## src/rtl/opl_pkg.sv

```systemverilog
`timescale 1ns/1ps
package opl_pkg;
  localparam int DEPTH_W = 2;

  typedef enum logic [3:0] {
    M_IMM  = 4'd0,
    M_DIR  = 4'd1,
    M_IND  = 4'd2,
    M_REG  = 4'd3,
    M_RIND = 4'd4,
    M_DISP = 4'd5,
    M_REL  = 4'd6,
    M_POST = 4'd7,
    M_PRE  = 4'd8,
    M_STK  = 4'd9
  } opl_mode_e;

  typedef enum logic [2:0] {
    S_IDLE, S_CALC, S_PTR, S_OPND, S_STK, S_STK2
  } opl_state_e;

  // chain length seen by the sequencer: depth 0 behaves as 1
  function automatic logic [DEPTH_W-1:0] eff_depth(input logic [DEPTH_W-1:0] d);
    return (d == '0) ? DEPTH_W'(1) : d;
  endfunction

  // modes whose first read returns a pointer rather than the operand
  function automatic logic walks_pointer(input logic [3:0] m);
    return (m == M_IND) || (m == M_POST) || (m == M_PRE);
  endfunction
endpackage

```

## src/rtl/opl_agu.sv

```systemverilog
`timescale 1ns/1ps
module opl_agu #(
  parameter int W = 16
) (
  input  logic [3:0]   mode,
  input  logic [W-1:0] field,
  input  logic [W-1:0] rdat,
  input  logic [W-1:0] pc_s,
  input  logic [W-1:0] mdat,
  output logic [W-1:0] first_addr,
  output logic [W-1:0] ptr_next
);
  import opl_pkg::*;

  function automatic logic [W-1:0] add_w(input logic [W-1:0] a, input logic [W-1:0] b);
    return a + b;
  endfunction

  always_comb begin
    case (mode)
      M_RIND, M_STK: first_addr = rdat;
      M_DISP, M_PRE: first_addr = add_w(field, rdat);
      M_REL:         first_addr = add_w(field, pc_s);
      default:       first_addr = field;
    endcase
  end

  // index is applied after the dereference only in post-indexed mode
  assign ptr_next = (mode == M_POST) ? add_w(mdat, rdat) : mdat;
endmodule

```

## src/rtl/opl_ctrl.sv

```systemverilog
`timescale 1ns/1ps
module opl_ctrl #(
  parameter int W = 16,
  parameter int S = 3
) (
  input  logic                        clk,
  input  logic                        rst_n,
  input  logic                        req_valid,
  input  logic [3:0]                  req_mode,
  input  logic [W-1:0]                req_field,
  input  logic [S-1:0]                req_sel,
  input  logic [opl_pkg::DEPTH_W-1:0] req_depth,
  input  logic [W-1:0]                pc,
  input  logic [W-1:0]                rf_data,
  input  logic [W-1:0]                mem_rd_data,
  input  logic [W-1:0]                first_addr,
  input  logic [W-1:0]                ptr_next,
  output logic [3:0]                  cur_mode,
  output logic [W-1:0]                cur_field,
  output logic [W-1:0]                cur_pc,
  output logic [S-1:0]                cur_sel,
  output logic                        mem_rd_en,
  output logic [W-1:0]                mem_rd_addr,
  output logic                        done,
  output logic                        err,
  output logic [W-1:0]                ea,
  output logic [W-1:0]                opnd,
  output logic [W-1:0]                opnd_b,
  output logic                        idle
);
  import opl_pkg::*;

  opl_state_e           state_q, state_d;
  logic [3:0]           mode_q;
  logic [W-1:0]         field_q, pc_q, track_q, track_d, aux_q, aux_d;
  logic [S-1:0]         sel_q;
  logic [DEPTH_W-1:0]   left_q, left_d, dep_q;
  logic [2:0]           rdcnt_q;
  logic                 accept, fin, fin_err;
  logic [W-1:0]         fin_ea, fin_op, fin_opb;

  assign accept    = req_valid && (state_q == S_IDLE);
  assign idle      = (state_q == S_IDLE);
  assign cur_mode  = mode_q;
  assign cur_field = field_q;
  assign cur_pc    = pc_q;
  assign cur_sel   = sel_q;

  always_comb begin
    state_d = state_q;
    left_d = left_q;
    track_d = track_q;
    aux_d = aux_q;
    mem_rd_en = 1'b0;
    mem_rd_addr = '0;
    fin = 1'b0;
    fin_err = 1'b0;
    fin_ea = '0;
    fin_op = '0;
    fin_opb = '0;
    case (state_q)
      S_IDLE: if (accept) state_d = S_CALC;
      S_CALC: begin
        case (mode_q)
          M_IMM: begin fin = 1'b1; fin_ea = field_q; fin_op = field_q; end
          M_REG: begin fin = 1'b1; fin_ea = W'(sel_q); fin_op = rf_data; end
          M_DIR, M_RIND, M_DISP, M_REL: begin
            mem_rd_en = 1'b1; mem_rd_addr = first_addr;
            track_d = first_addr; state_d = S_OPND;
          end
          M_IND, M_POST, M_PRE: begin
            mem_rd_en = 1'b1; mem_rd_addr = first_addr; state_d = S_PTR;
          end
          M_STK: begin
            mem_rd_en = 1'b1; mem_rd_addr = first_addr;
            track_d = first_addr; state_d = S_STK;
          end
          default: begin fin = 1'b1; fin_err = 1'b1; end
        endcase
      end
      S_PTR: begin
        mem_rd_en = 1'b1;
        mem_rd_addr = ptr_next;
        track_d = ptr_next;
        if (left_q == DEPTH_W'(1)) state_d = S_OPND;
        else left_d = left_q - DEPTH_W'(1);
      end
      S_OPND: begin fin = 1'b1; fin_ea = track_q; fin_op = mem_rd_data; end
      S_STK: begin
        mem_rd_en = 1'b1;
        mem_rd_addr = track_q + W'(1);
        aux_d = mem_rd_data;
        state_d = S_STK2;
      end
      S_STK2: begin
        fin = 1'b1; fin_ea = track_q; fin_op = aux_q; fin_opb = mem_rd_data;
      end
      default: state_d = S_IDLE;
    endcase
    if (fin) state_d = S_IDLE;
  end

  always_ff @(posedge clk) begin
    if (!rst_n) begin
      state_q <= S_IDLE;
      mode_q <= '0; field_q <= '0; pc_q <= '0; sel_q <= '0;
      track_q <= '0; aux_q <= '0; left_q <= '0; dep_q <= '0; rdcnt_q <= '0;
      done <= 1'b0; err <= 1'b0; ea <= '0; opnd <= '0; opnd_b <= '0;
    end else begin
      state_q <= state_d;
      track_q <= track_d;
      aux_q <= aux_d;
      left_q <= left_d;
      done <= fin;
      err <= fin && fin_err;
      if (fin) begin
        ea <= fin_ea; opnd <= fin_op; opnd_b <= fin_opb;
      end
      if (accept) begin
        mode_q <= req_mode; field_q <= req_field; pc_q <= pc; sel_q <= req_sel;
        dep_q <= eff_depth(req_depth);
        left_q <= (req_mode == M_IND) ? eff_depth(req_depth) : DEPTH_W'(1);
        rdcnt_q <= '0;
      end else if (mem_rd_en) begin
        rdcnt_q <= rdcnt_q + 3'd1;
      end
    end
  end

  // an idle block issues no memory traffic
  a_r1_idle_quiet: assert property (@(posedge clk) disable iff (!rst_n)
    idle |-> !mem_rd_en);
  // immediate and register forms never touch memory
  a_r2_r3_no_read: assert property (@(posedge clk) disable iff (!rst_n)
    (state_q == S_CALC && (mode_q == M_IMM || mode_q == M_REG)) |-> !mem_rd_en);
  // pointer chain length matches the requested depth
  a_r5_chain_reads: assert property (@(posedge clk) disable iff (!rst_n)
    (done && mode_q == M_IND) |-> (rdcnt_q == 3'(dep_q) + 3'd1));
  // indexed indirect forms use exactly two reads
  a_r8_two_reads: assert property (@(posedge clk) disable iff (!rst_n)
    (done && (mode_q == M_POST || mode_q == M_PRE || mode_q == M_STK)) |-> (rdcnt_q == 3'd2));
  // error only together with done
  a_r10_err_with_done: assert property (@(posedge clk) disable iff (!rst_n)
    err |-> done);
  // done is a single-cycle pulse that follows a busy cycle
  a_r11_done_pulse: assert property (@(posedge clk) disable iff (!rst_n)
    done |=> !done);
  a_r11_done_after_busy: assert property (@(posedge clk) disable iff (!rst_n)
    $rose(done) |-> $past(state_q != S_IDLE));
endmodule

```

## src/rtl/operand_locator.sv

```systemverilog
`timescale 1ns/1ps
module operand_locator #(
  parameter int W = 16,
  parameter int S = 3
) (
  input  logic                        clk,
  input  logic                        rst_n,
  input  logic                        req_valid,
  input  logic [3:0]                  req_mode,
  input  logic [W-1:0]                req_field,
  input  logic [S-1:0]                req_sel,
  input  logic [opl_pkg::DEPTH_W-1:0] req_depth,
  input  logic [W-1:0]                pc,
  output logic [S-1:0]                rf_sel,
  input  logic [W-1:0]                rf_data,
  output logic                        mem_rd_en,
  output logic [W-1:0]                mem_rd_addr,
  input  logic [W-1:0]                mem_rd_data,
  output logic                        done,
  output logic                        err,
  output logic [W-1:0]                ea,
  output logic [W-1:0]                opnd,
  output logic [W-1:0]                opnd_b,
  output logic                        idle
);
  logic [3:0]   cur_mode;
  logic [W-1:0] cur_field, cur_pc, first_addr, ptr_next;

  opl_agu #(.W(W)) u_agu (
    .mode(cur_mode), .field(cur_field), .rdat(rf_data), .pc_s(cur_pc),
    .mdat(mem_rd_data), .first_addr(first_addr), .ptr_next(ptr_next)
  );

  opl_ctrl #(.W(W), .S(S)) u_ctrl (
    .clk(clk), .rst_n(rst_n), .req_valid(req_valid), .req_mode(req_mode),
    .req_field(req_field), .req_sel(req_sel), .req_depth(req_depth), .pc(pc),
    .rf_data(rf_data), .mem_rd_data(mem_rd_data), .first_addr(first_addr),
    .ptr_next(ptr_next), .cur_mode(cur_mode), .cur_field(cur_field),
    .cur_pc(cur_pc), .cur_sel(rf_sel), .mem_rd_en(mem_rd_en),
    .mem_rd_addr(mem_rd_addr), .done(done), .err(err), .ea(ea), .opnd(opnd),
    .opnd_b(opnd_b), .idle(idle)
  );
endmodule

```

## config.mk

```make
export PLATFORM = sky130hd
export DESIGN_NAME = operand_locator
export DESIGN_NICKNAME = d
export VERILOG_FILES = /design/src/rtl/opl_pkg.sv /design/src/rtl/opl_agu.sv /design/src/rtl/opl_ctrl.sv /design/src/rtl/operand_locator.sv
export SDC_FILE = /design/constraint.sdc
export NUM_CORES = 1
export LEC_CHECK = 0
export ABC_AREA = 1
export BUFFER_PORTS_ARGS = -buffer_cell sky130_fd_sc_hd__buf_2
export CAP_MARGIN = 20
export CORE_UTILIZATION = 61
export CTS_CLUSTER_DIAMETER = 40
export DETAILED_ROUTE_END_ITERATION = 8
export GPL_TIMING_DRIVEN = 0
export PLACE_DENSITY = 0.95
export REMOVE_ABC_BUFFERS = 1
export SLEW_MARGIN = 20
export SYNTH_ARGS = -nofsm -noshare
export SYNTH_HDL_FRONTEND = slang
export SYNTH_SLANG_ARGS = --single-unit
```

## constraint.sdc

```tcl
create_clock -name clk -period 4.5 [get_ports clk]
set_clock_uncertainty 0.1 [all_clocks]
set_input_delay 0.45 -clock clk [delete_from_list [all_inputs] [get_ports clk]]
set_output_delay 0.45 -clock clk [all_outputs]
set_load 0.02 [all_outputs]
```

# [Word-level counts from Yosys, hierarchy flattened]
# Index checks and enable logic that the tools add are counted.
[word_totals] regBits=126 inputBits=76 out_inout_bits=71 wordCells=87
[classes] add_sub_neg=5 eq_ne=21 mux=26 n_bitwise=2 reduce_logical=20
[op_table] operator="case mux 16 bit (3 select lines)" count=3
[op_table] operator="case mux 16 bit (2 select lines)" count=4
[op_table] operator="2-to-1 mux 16 bit" count=4
[op_table] operator="adder 16 bit" count=3
[op_table] operator="adder 16 x 1 -> 16 bit (second input constant)" count=1
[op_table] operator="== test 4 x 3 -> 1 bit (second input constant)" count=4
[op_table] operator="case mux 3 bit (5 select lines)" count=1
[op_table] operator="== test 4 x 2 -> 1 bit (second input constant)" count=3
[op_table] operator="2-to-1 mux 2 bit" count=5
[op_table] operator="OR reduction 10 bit" count=1
[op_table] operator="OR reduction 2 bit" count=5
[op_table] operator="case mux 3 bit (3 select lines)" count=1
[op_table] operator="== test 4 bit (second input constant)" count=2
[op_table] operator="OR reduction 8 bit" count=1
[op_table] operator="== test 3 x 2 -> 1 bit (second input constant)" count=2
[op_table] operator="== test 3 bit (second input constant)" count=2
[op_table] operator="2-to-1 mux 3 bit" count=2
[op_table] operator="inequality test 2 x 1 -> 1 bit (second input constant)" count=3
[op_table] operator="OR reduction 5 bit" count=1
[op_table] operator="== test 4 x 1 -> 1 bit (second input constant)" count=1
[op_table] operator="zero test 4 bit" count=1
[op_table] operator="2-to-1 mux 1 bit" count=4
[op_table] operator="inequality test 4 bit (second input constant)" count=1
[op_table] operator="case mux 1 bit (2 select lines)" count=2
[op_table] operator="other kinds (13)" count=17

# [Logic depth before layout (Yosys ltp)]
# Gate-level depths: netlist (run 1).
[logic_depth] word_depth=5 depth_mapped=19 ltp_nobuf=18

# [Modules after synthesis]
# A second synthesis (run 1) with hierarchy kept.
[unflattened] cells_unflattened=1386 area_unflattened_um2=8478.1
[by_module_without_submodules] mod="opl_ctrl" instances=1 cells_each=860 area_per_inst_um2=5816.8 seq_area_each_um2=2522.4
[by_module_without_submodules] mod="opl_agu" instances=1 cells_each=526 area_per_inst_um2=2661.3 seq_area_each_um2=0.0

# [Least setup slack after synthesis (run 1)]
# No wires, ideal clock.
[synth_path] kind="reg2out" startpoint="register u_ctrl.mode_q[1] (netlist: u_ctrl.cur_mode[1])" endpoint="output mem_rd_addr[4]" arrival_time_ps=2595 required_time_ps=3950 path_slack_ps=1355 path_stages_with_launch=16 n_path_buf=1 cell_sequence="dfxtp_1 inv_2 nor2_1 nand2_1 clkbuf_1 nand2_1 o21ai_0 ha_1 fa_1 nand3_1 nand2_1 nand2_1 nand2_1 o21ai_0 o21ai_0 o211ai_1"
[synth_via] elab_chain_len=5 elab_cells_between_ends=15 classes_between="eq/ne (8); mux (4); reduce/logical (3)"
[synth_rtl] item="start: declaration" line_no="opl_ctrl.sv:34" rtl="logic [3:0] mode_q;"
[synth_rtl] item="start signal: assignment" line_no="opl_ctrl.sv:120" rtl="mode_q <= req_mode; field_q <= req_field; pc_q <= pc; sel_q <= req_sel;"
[synth_rtl] item="== test 4 x 3 -> 1 bit or == test 4 bit (tied branches)" line_no="opl_agu.sv:20, opl_ctrl.sv:64"
[synth_rtl] item="OR reduction 2 bit" line_no="opl_agu.sv:20" rtl="case (mode)"
[synth_rtl] item="case mux 16 bit (3 select lines)" line_no="opl_agu.sv:20"
[synth_rtl] item="2-to-1 mux 16 bit" line_no="opl_ctrl.sv:64" rtl="case (mode_q)"
[synth_rtl] item="case mux 16 bit (3 select lines) *" line_no="opl_ctrl.sv:61" rtl="case (state_q)"
[synth_rtl] item="end: declaration" line_no="operand_locator.sv:17" rtl="output logic [W-1:0] mem_rd_addr,"
# Every way passes the cells marked *; elsewhere a longest branch is shown, timed or not.

# [Worst setup path in the final report (run 1)]
[layout_path] startpoint="register u_ctrl.mode_q[2] (netlist: u_ctrl.cur_mode[2])" endpoint="output mem_rd_addr[4]"
# The elaborated chain is that of the path after synthesis.

==> results of run 1 <==
## power by group through the flow
| stage | combinational [mW] | sequential, mW | clock, mW |
|---|---|---|---|
| floorplan | 1.24 | 1.46 | 0 |
| global placement | 1.75 | 1.45 | 0 |
| detailed placement | 1.87 | 1.46 | 0 |
| CTS | 1.90 | 1.44 | 1.30 |
| global route | 2.16 | 1.47 | 1.35 |
| finish | 1.97 | 1.45 | 1.30 |
## path summary, 6_finish.rpt
kind                                         from                           endpoint  slack, ps  depth (start not counted)
setup / recovery  u_ctrl.cur_mode[2]$_SDFFE_PN0P_                     mem_rd_addr[4]        140                          9
hold / removal                      req_field[10]  u_ctrl.cur_field[10]$_SDFFE_PN0P_        160                          3
setup reg to reg   u_ctrl.state_q[2]$_SDFFE_PP0P_        u_ctrl.opnd[1]$_SDFFE_PN0P_        490                         10
hold reg to reg     u_ctrl.cur_pc[9]$_SDFFE_PN0P_      u_ctrl.cur_pc[9]$_SDFFE_PN0P_        350                          2
## flip-flops by register name, indices dropped and copies added (netlist names)
register,cells
u_ctrl.cur_mode,4
u_ctrl.err,1
u_ctrl.done,1
u_ctrl.cur_sel,3
u_ctrl.left_q,2
u_ctrl.opnd,16
u_ctrl.ea,16
u_ctrl.aux_q,16
u_ctrl.cur_pc,16
u_ctrl.state_q,3
u_ctrl.opnd_b,16
u_ctrl.cur_field,16
u_ctrl.track_q,16
## timing repair
action,CTS,global route
pin swaps,0,0
gates cloned,0,0
setup endpoints to repair,5,6
resized for setup,1,2
## critical path, stage by stage (launching register included)
cell,delay [ps]
dfxtp_1,310
inv_1,100
nor2_2,270
nand2_1,500
nand3_1,310
nor2_1,100
nor2_1,890
inv_1,310
o211ai_1,350
buf_2,220
## logic make-up (layout without fill, tap and decap cells)
group	Yosys count	in the layout	share of synthesized area [%]
xor gates and xnor gates	3	3	0.321
and+or+nand+nor	614	614	31.1
buffers and inverters	215	342	10.4
DFF	126	126	30.8
AOI/OAI and AO/OA	314	314	21.4
adders and majority gates	37	37	5.85
## layer usage
| layer | GRT usage, % | share of wire [%] |
|---|---|---|
| met5 | 0 | 0 |
| met3 | 7.51 | 10 |
| met2 | 61.9 | 45 |
| met1 | 47.7 | 39 |
| met4 | 25.7 | 6.3 |
## cell usage in the layout, fill, tap and decap left out, types with 11 or more instances in the layout
cell         n
o211ai_1    27
nor2_1      66
inv_1      147
buf_2      146
clkbuf_16   17
nand3_1    105
ha_1        35
dfxtp_1    126
nand4_1     11
nand2_1    394
o21ai_0     88
a31oi_1     16
a21oi_1    152
## metrics by stage
| stage | instances | instance area (um^2) |
|---|---|---|
| after floorplan | 1252 | 7920 |
| after global placement | 1570 | 8860 |
| after detailed placement | 1577 | 9060 |
| after CTS | 1608 | 9610 |
| after global routing | 1608 | 9620 |
| final | 1608 | 9620 |
## cell type report
type                            instances  area [um^2]
Multi-Input combinational cell        968         4850
Fill cell                            1059         3210
Sequential cell                       126         2520
Timing Repair Buffer                  153          888
Inverter                              158          593
Clock buffer                           25          485
Tap cell                              172          215
Clock inverter                          6         60.1
==> results_dict.tcl, run 1 <==
set metrics [dict create \
    whs_ps 158 \
    die_w_um 118 \
    drtAntennaViolNets 0 \
    ys_warn_count 0 \
    fin_ws_ps 138 \
    pre_cts_ws_ps 501 \
    yosysMostFrequentCell "nand2_1" \
    clock.fmax_mhz 229 \
    cts.sinks 126 \
    grt_max_degree 60 \
    finalCritPeriodShare_pct 96.9 \
    leakagePower_nw 4.68 \
    synth_seq_cells 126 \
    combPwrFrac_pct 41.7 \
    grt_setup_unrepaired "no" \
    crit_path_start_kind "register" \
    std_cell_rows 41 \
    cts-root-buf "clkbuf_16" \
    core_region_area_um2 12800 \
    report.final.slew_viol_count 0 \
    netlist.area_leader.share_pct 30.8 \
    power_frac_clock_pct 27.7 \
    final_nets 1537 \
    cts.clk_slew.worst_paths_ps 50 \
    p_sw_share_pct 43.0 \
    async_reset_ff_share_pct 0 \
    fin_crit_ps 4360 \
    synth_edf_count 0 \
    initial_core_util_pct 63.8 \
    synthCells 1309 \
    yosysSeqAreaShare_pct 30.8 \
    synth_common_cells "396 x nand2_1, 152 x a21oi_1, 148 x inv_1" \
    total_power_mw 4.72 \
    p_seq_share_pct 30.7 \
    clock_latency_ps 440 \
    grt_pass1_wl_mm 43.0 \
    drt_iter0_drc 1183 \
    critical_path_class "reg -> out" \
    synthTopCellsByArea "dfxtp_1 31%, nand2_1 18%, a21oi_1 9.3%" \
    setup_viol 0 \
    yosysTopAreaCell "dfxtp_1" \
    crit_fanout 13 \
    finish.utilization_pct 75.0 \
    vias 9590 \
    cts_tree "built" \
    die_h_um 118 \
    internal_power_mw 2.69 \
    maxCapViolations 0 \
    htreeDepth 4 \
    vias_per_cell 5.96 \
    powerDensity_nw_per_um2 491 \
    syn_area_um2 8180 \
    clk_path_buf_depth 2 \
    area_delta_synth_final_pct 17.6 \
    ir_drop_uv 370 \
    cts_made_buffers 17 \
    drive_gt1_share_pct 14.8 \
    grt_pass1_vias 8763 \
    cts_setup_buffers 0 \
    switchingPower_mw 2.03 \
    diodes 0 \
    critPathCaptureType "output port" \
    crit_arrival_ps 3810 \
    place.gp.congestion 0.990 \
    finalSetupTns_ps 0 \
    place_hpwl_mm 18.8 \
    slew_headroom_pct 20.8 \
    wl_per_cell_um 16.5 \
    antenna_found_initial 0 \
    hp-class "in -> reg" \
    firstDrtPassIters 6 \
    io_buffer_count 146 \
    critPathRequiredTime_ps 3950 \
    worst_pin_slew_ps 1180 \
    drc_errors 0 \
    grt_remaining_overflow 0 \
    status "finished clean" \
    synth.avg_cell_area_um2 6.25 \
    yosysUniqueCellTypes 40 \
    ios 147 \
    finalWirelength_mm 26.6 \
    hold_viol 0 \
    ctsHoldBuffers 0 \
    die_area_um2 13900 \
    track_usage_pct 38.9 \
    synthFlopType "dfxtp_1" \
]
No activity file was read; power rests on OpenSTA's default activity.
==> inputs of run 2 (changes only) <==
--- a/config.mk
+++ b/config.mk
@@ -8,7 +8,8 @@
 export ABC_AREA = 1
 export BUFFER_PORTS_ARGS = -buffer_cell sky130_fd_sc_hd__buf_2
 export CAP_MARGIN = 20
-export CORE_UTILIZATION = 61
+export CORE_MARGIN = 2
+export CORE_UTILIZATION = 62
 export CTS_CLUSTER_DIAMETER = 40
 export DETAILED_ROUTE_END_ITERATION = 8
 export GPL_TIMING_DRIVEN = 0
@@ -17,4 +18,5 @@
 export SLEW_MARGIN = 20
 export SYNTH_ARGS = -nofsm -noshare
 export SYNTH_HDL_FRONTEND = slang
+export SYNTH_HIERARCHICAL = 1
 export SYNTH_SLANG_ARGS = --single-unit
==> results_dict.tcl, run 2 <==
set metrics [dict create \
    hp-class "in -> reg" \
    synth_seq_cells 126 \
    final_nets 1609 \
    crit_arrival_ps 3610 \
    setup_viol 0 \
    internal_power_mw 2.59 \
    seq_area_um2 2520 \
    synthCells 1386 \
    wl_per_cell_um 15.3 \
    crit_path_start_kind "register" \
    cts_made_buffers 17 \
    switchingPower_mw 1.81 \
    fillerInstances 1149 \
    status "finished with violations" \
    antenna_found_initial 0 \
    place_hpwl_mm 18.9 \
    cts.sinks 126 \
    firstDrtPassIters 9 \
    pre_cts_ws_ps 722 \
    report.final.slew_viol_count 0 \
    cts_tree "built" \
    critical_path.startpoint "u_ctrl/cur_mode[1]$_SDFFE_PN0P_" \
    yosysSeqAreaShare_pct 29.8 \
    finalWirelength_mm 25.7 \
    ys_warn_count 6 \
    fin_ws_ps 337 \
    power_frac_clock_pct 30.5 \
    timing.rr.start "u_ctrl/cur_mode[1]$_SDFFE_PN0P_" \
    layout_common_cells "532 x nand2_1, 145 x buf_2, 143 x nand3_1" \
    multi_input_area_um2 5130 \
    cts-root-buf "clkbuf_16" \
    area_delta_synth_final_pct 15.0 \
    slew_headroom_pct 33.3 \
    grt_pass1_wl_mm 40.6 \
    critPathCaptureType "output port" \
    netlist.area_leader.share_pct 29.8 \
    r2r_slack_ps 1340 \
    ios 147 \
    cts.clk_slew.worst_paths_ps 60 \
    maxCapViolations 0 \
    critical_path_class "reg -> out" \
    r2r_cells 15 \
    diodes 0 \
    vias 9562 \
    leakagePower_nw 5.02 \
    grt_pass1_vias 8432 \
    synth_common_cells "533 x nand2_1, 143 x nand3_1, 132 x inv_1" \
    hold_viol 0 \
    grt_setup_unrepaired "no" \
    die_area_um2 14600 \
    die_w_um 121 \
    syn_area_um2 8480 \
    fin_crit_ps 4160 \
    combPwrFrac_pct 37.2 \
    htreeDepth 4 \
    yosysTopAreaCell "dfxtp_1" \
    ir_drop_uv 448 \
    clock_latency_ps 420 \
    rr_endpoint "u_ctrl/track_q[6]$_SDFFE_PN0P_" \
    vias_per_cell 5.68 \
    std_cell_rows 42 \
    endpoint "mem_rd_addr[8]" \
    grt_remaining_overflow 0 \
    yosysUniqueCellTypes 39 \
    synth.avg_cell_area_um2 6.12 \
    worst_pin_slew_ps 995 \
    finalSetupTns_ps 0 \
    synth_edf_count 0 \
    clock.fmax_mhz 240 \
    drtAntennaViolNets 0 \
    drt_iter0_drc 1291 \
    synthXorXnorAreaFrac_pct 0.517 \
    core_region_area_um2 13300 \
    critPathRequiredTime_ps 3950 \
    synth-simple-area-share_pct 40.4 \
    muxShareOfSynthArea_pct 1.33 \
    place.gp.congestion 0.960 \
    grt_max_degree 92 \
    synth_compound_area_share_pct 12.6 \
    die_h_um 121 \
    crit_fanout 23 \
    yosys.area_share.adder_pct 5.64 \
    track_usage_pct 34.9 \
    synth_top_family_by_area "simple AND/OR/NAND/NOR gates" \
    layout_commonest_cell "nand2_1" \
    drive_gt1_share_pct 14.6 \
    p_seq_share_pct 32.2 \
    finalCritPeriodShare_pct 92.5 \
    io_buffer_count 146 \
    p_sw_share_pct 41.2 \
    async_reset_ff_share_pct 0 \
    powerDensity_nw_per_um2 451 \
    yosysMostFrequentCell "nand2_1" \
    drc_errors 1 \
    synthFlopType "dfxtp_1" \
    finish.utilization_pct 73.4 \
    synthTopCellsByArea "dfxtp_1 30%, nand2_1 24%, nand3_1 8.4%" \
    initial_core_util_pct 63.8 \
    violations "DRC" \
    cts_setup_buffers 0 \
    clk_path_buf_depth 2 \
]
run 2: cell count changes after synthesis, moves of 10 or more:
cell / before / now
nand2_1: 396 / 533
a21oi_1: 152 / 86
nand3_1: 105 / 143
o211ai_1: 27 / 5
inv_1: 148 / 132
buf_2: 11 / 23
clkbuf_1: 37 / 25
o21ai_0: 88 / 76
o21ai_1: 2 / 14
mux2_2: 0 / 10
o21a_1: 10 / 0
run 2: worst max-delay path: stages, from the launching register on:
cell and delay, ps:
dfxtp_1 490, inv_2 90, nor2_2 200, nand2_4 240, mux2_2 300, ha_1 150
inv_1 60, fa_1 400, inv_1 90, nand3_1 70, nand3_1 180, nand2_1 80
nand3_1 100, nor2_1 50, o21ai_1 240, nand2_1 110, o211ai_1 140, buf_2 210
run 2: what timing repair did:
item                       4_1_cts  5_1_grt
setup endpoints to repair        0        1
gates resized for setup          0        1
hold buffers                     0        0
run 2: layout make-up:
type	instances	area share (%)
clock buffers	20	4.68
clock inverters	9	1.17
inverters	144	5.54
multi-input cells	1059	52.6
flip-flops and latches	126	25.9
well taps	176	2.26
repair buffers	148	7.84
run 2: kinds of logic (layout without fill, tap and decap cells):
logic type	after synthesis	count (layout)
simple gates	803	803
compound gates	204	204
buf+inv	201	321
flops	126	126
fa+ha+maj	37	37
mux	10	10
xor+xnor	5	5
run 2: per-layer routing:
metal	part of all wire (%)	up-vias	GRT usage [%]
met5	0	-	0
met4	2.5	0	12.2
met3	11	62	6.91
met2	45	552	56.2
met1	41	4253	46.5
li1	-	4695	-
run 2: stage by stage:
stage	instances	hold WS, ps	cell area (um^2)	power (mW)
detailed placement	1652	327	9170	3.02
CTS	1681	172	9740	4.36
floorplan	1329	324	8190	2.53
global placement	1651	322	9140	2.96
global route	1682	189	9750	4.64
finish	1682	175	9750	4.40
run 2: worst min path at each step:
stage,slack (ps),start,to,depth (start not counted)
6_report,170,req_field[14],u_ctrl/cur_field[14]$_SDFFE_PN0P_,3
5_1_grt,190,req_field[6],u_ctrl/cur_field[6]$_SDFFE_PN0P_,3
4_1_cts,170,pc[11],u_ctrl/cur_pc[11]$_SDFFE_PN0P_,3
3_5_place_dp,330,u_ctrl/opnd[9]$_SDFFE_PN0P_,u_ctrl/opnd[9]$_SDFFE_PN0P_,2
3_3_place_gp,320,u_ctrl/opnd_b[5]$_SDFFE_PN0P_,u_ctrl/opnd_b[5]$_SDFFE_PN0P_,2
2_1_floorplan,320,u_ctrl/aux_q[10]$_SDFFE_PN0P_,u_ctrl/aux_q[10]$_SDFFE_PN0P_,2
run 2: power by group through the flow:
stage	Clock (mW)	Combinational (mW)	Sequential, mW
2_1_floorplan	0	1.12	1.41
3_3_place_gp	0	1.53	1.42
3_5_place_dp	0	1.58	1.43
4_1_cts	1.35	1.60	1.41
5_1_grt	1.40	1.81	1.44
6_report	1.34	1.64	1.42
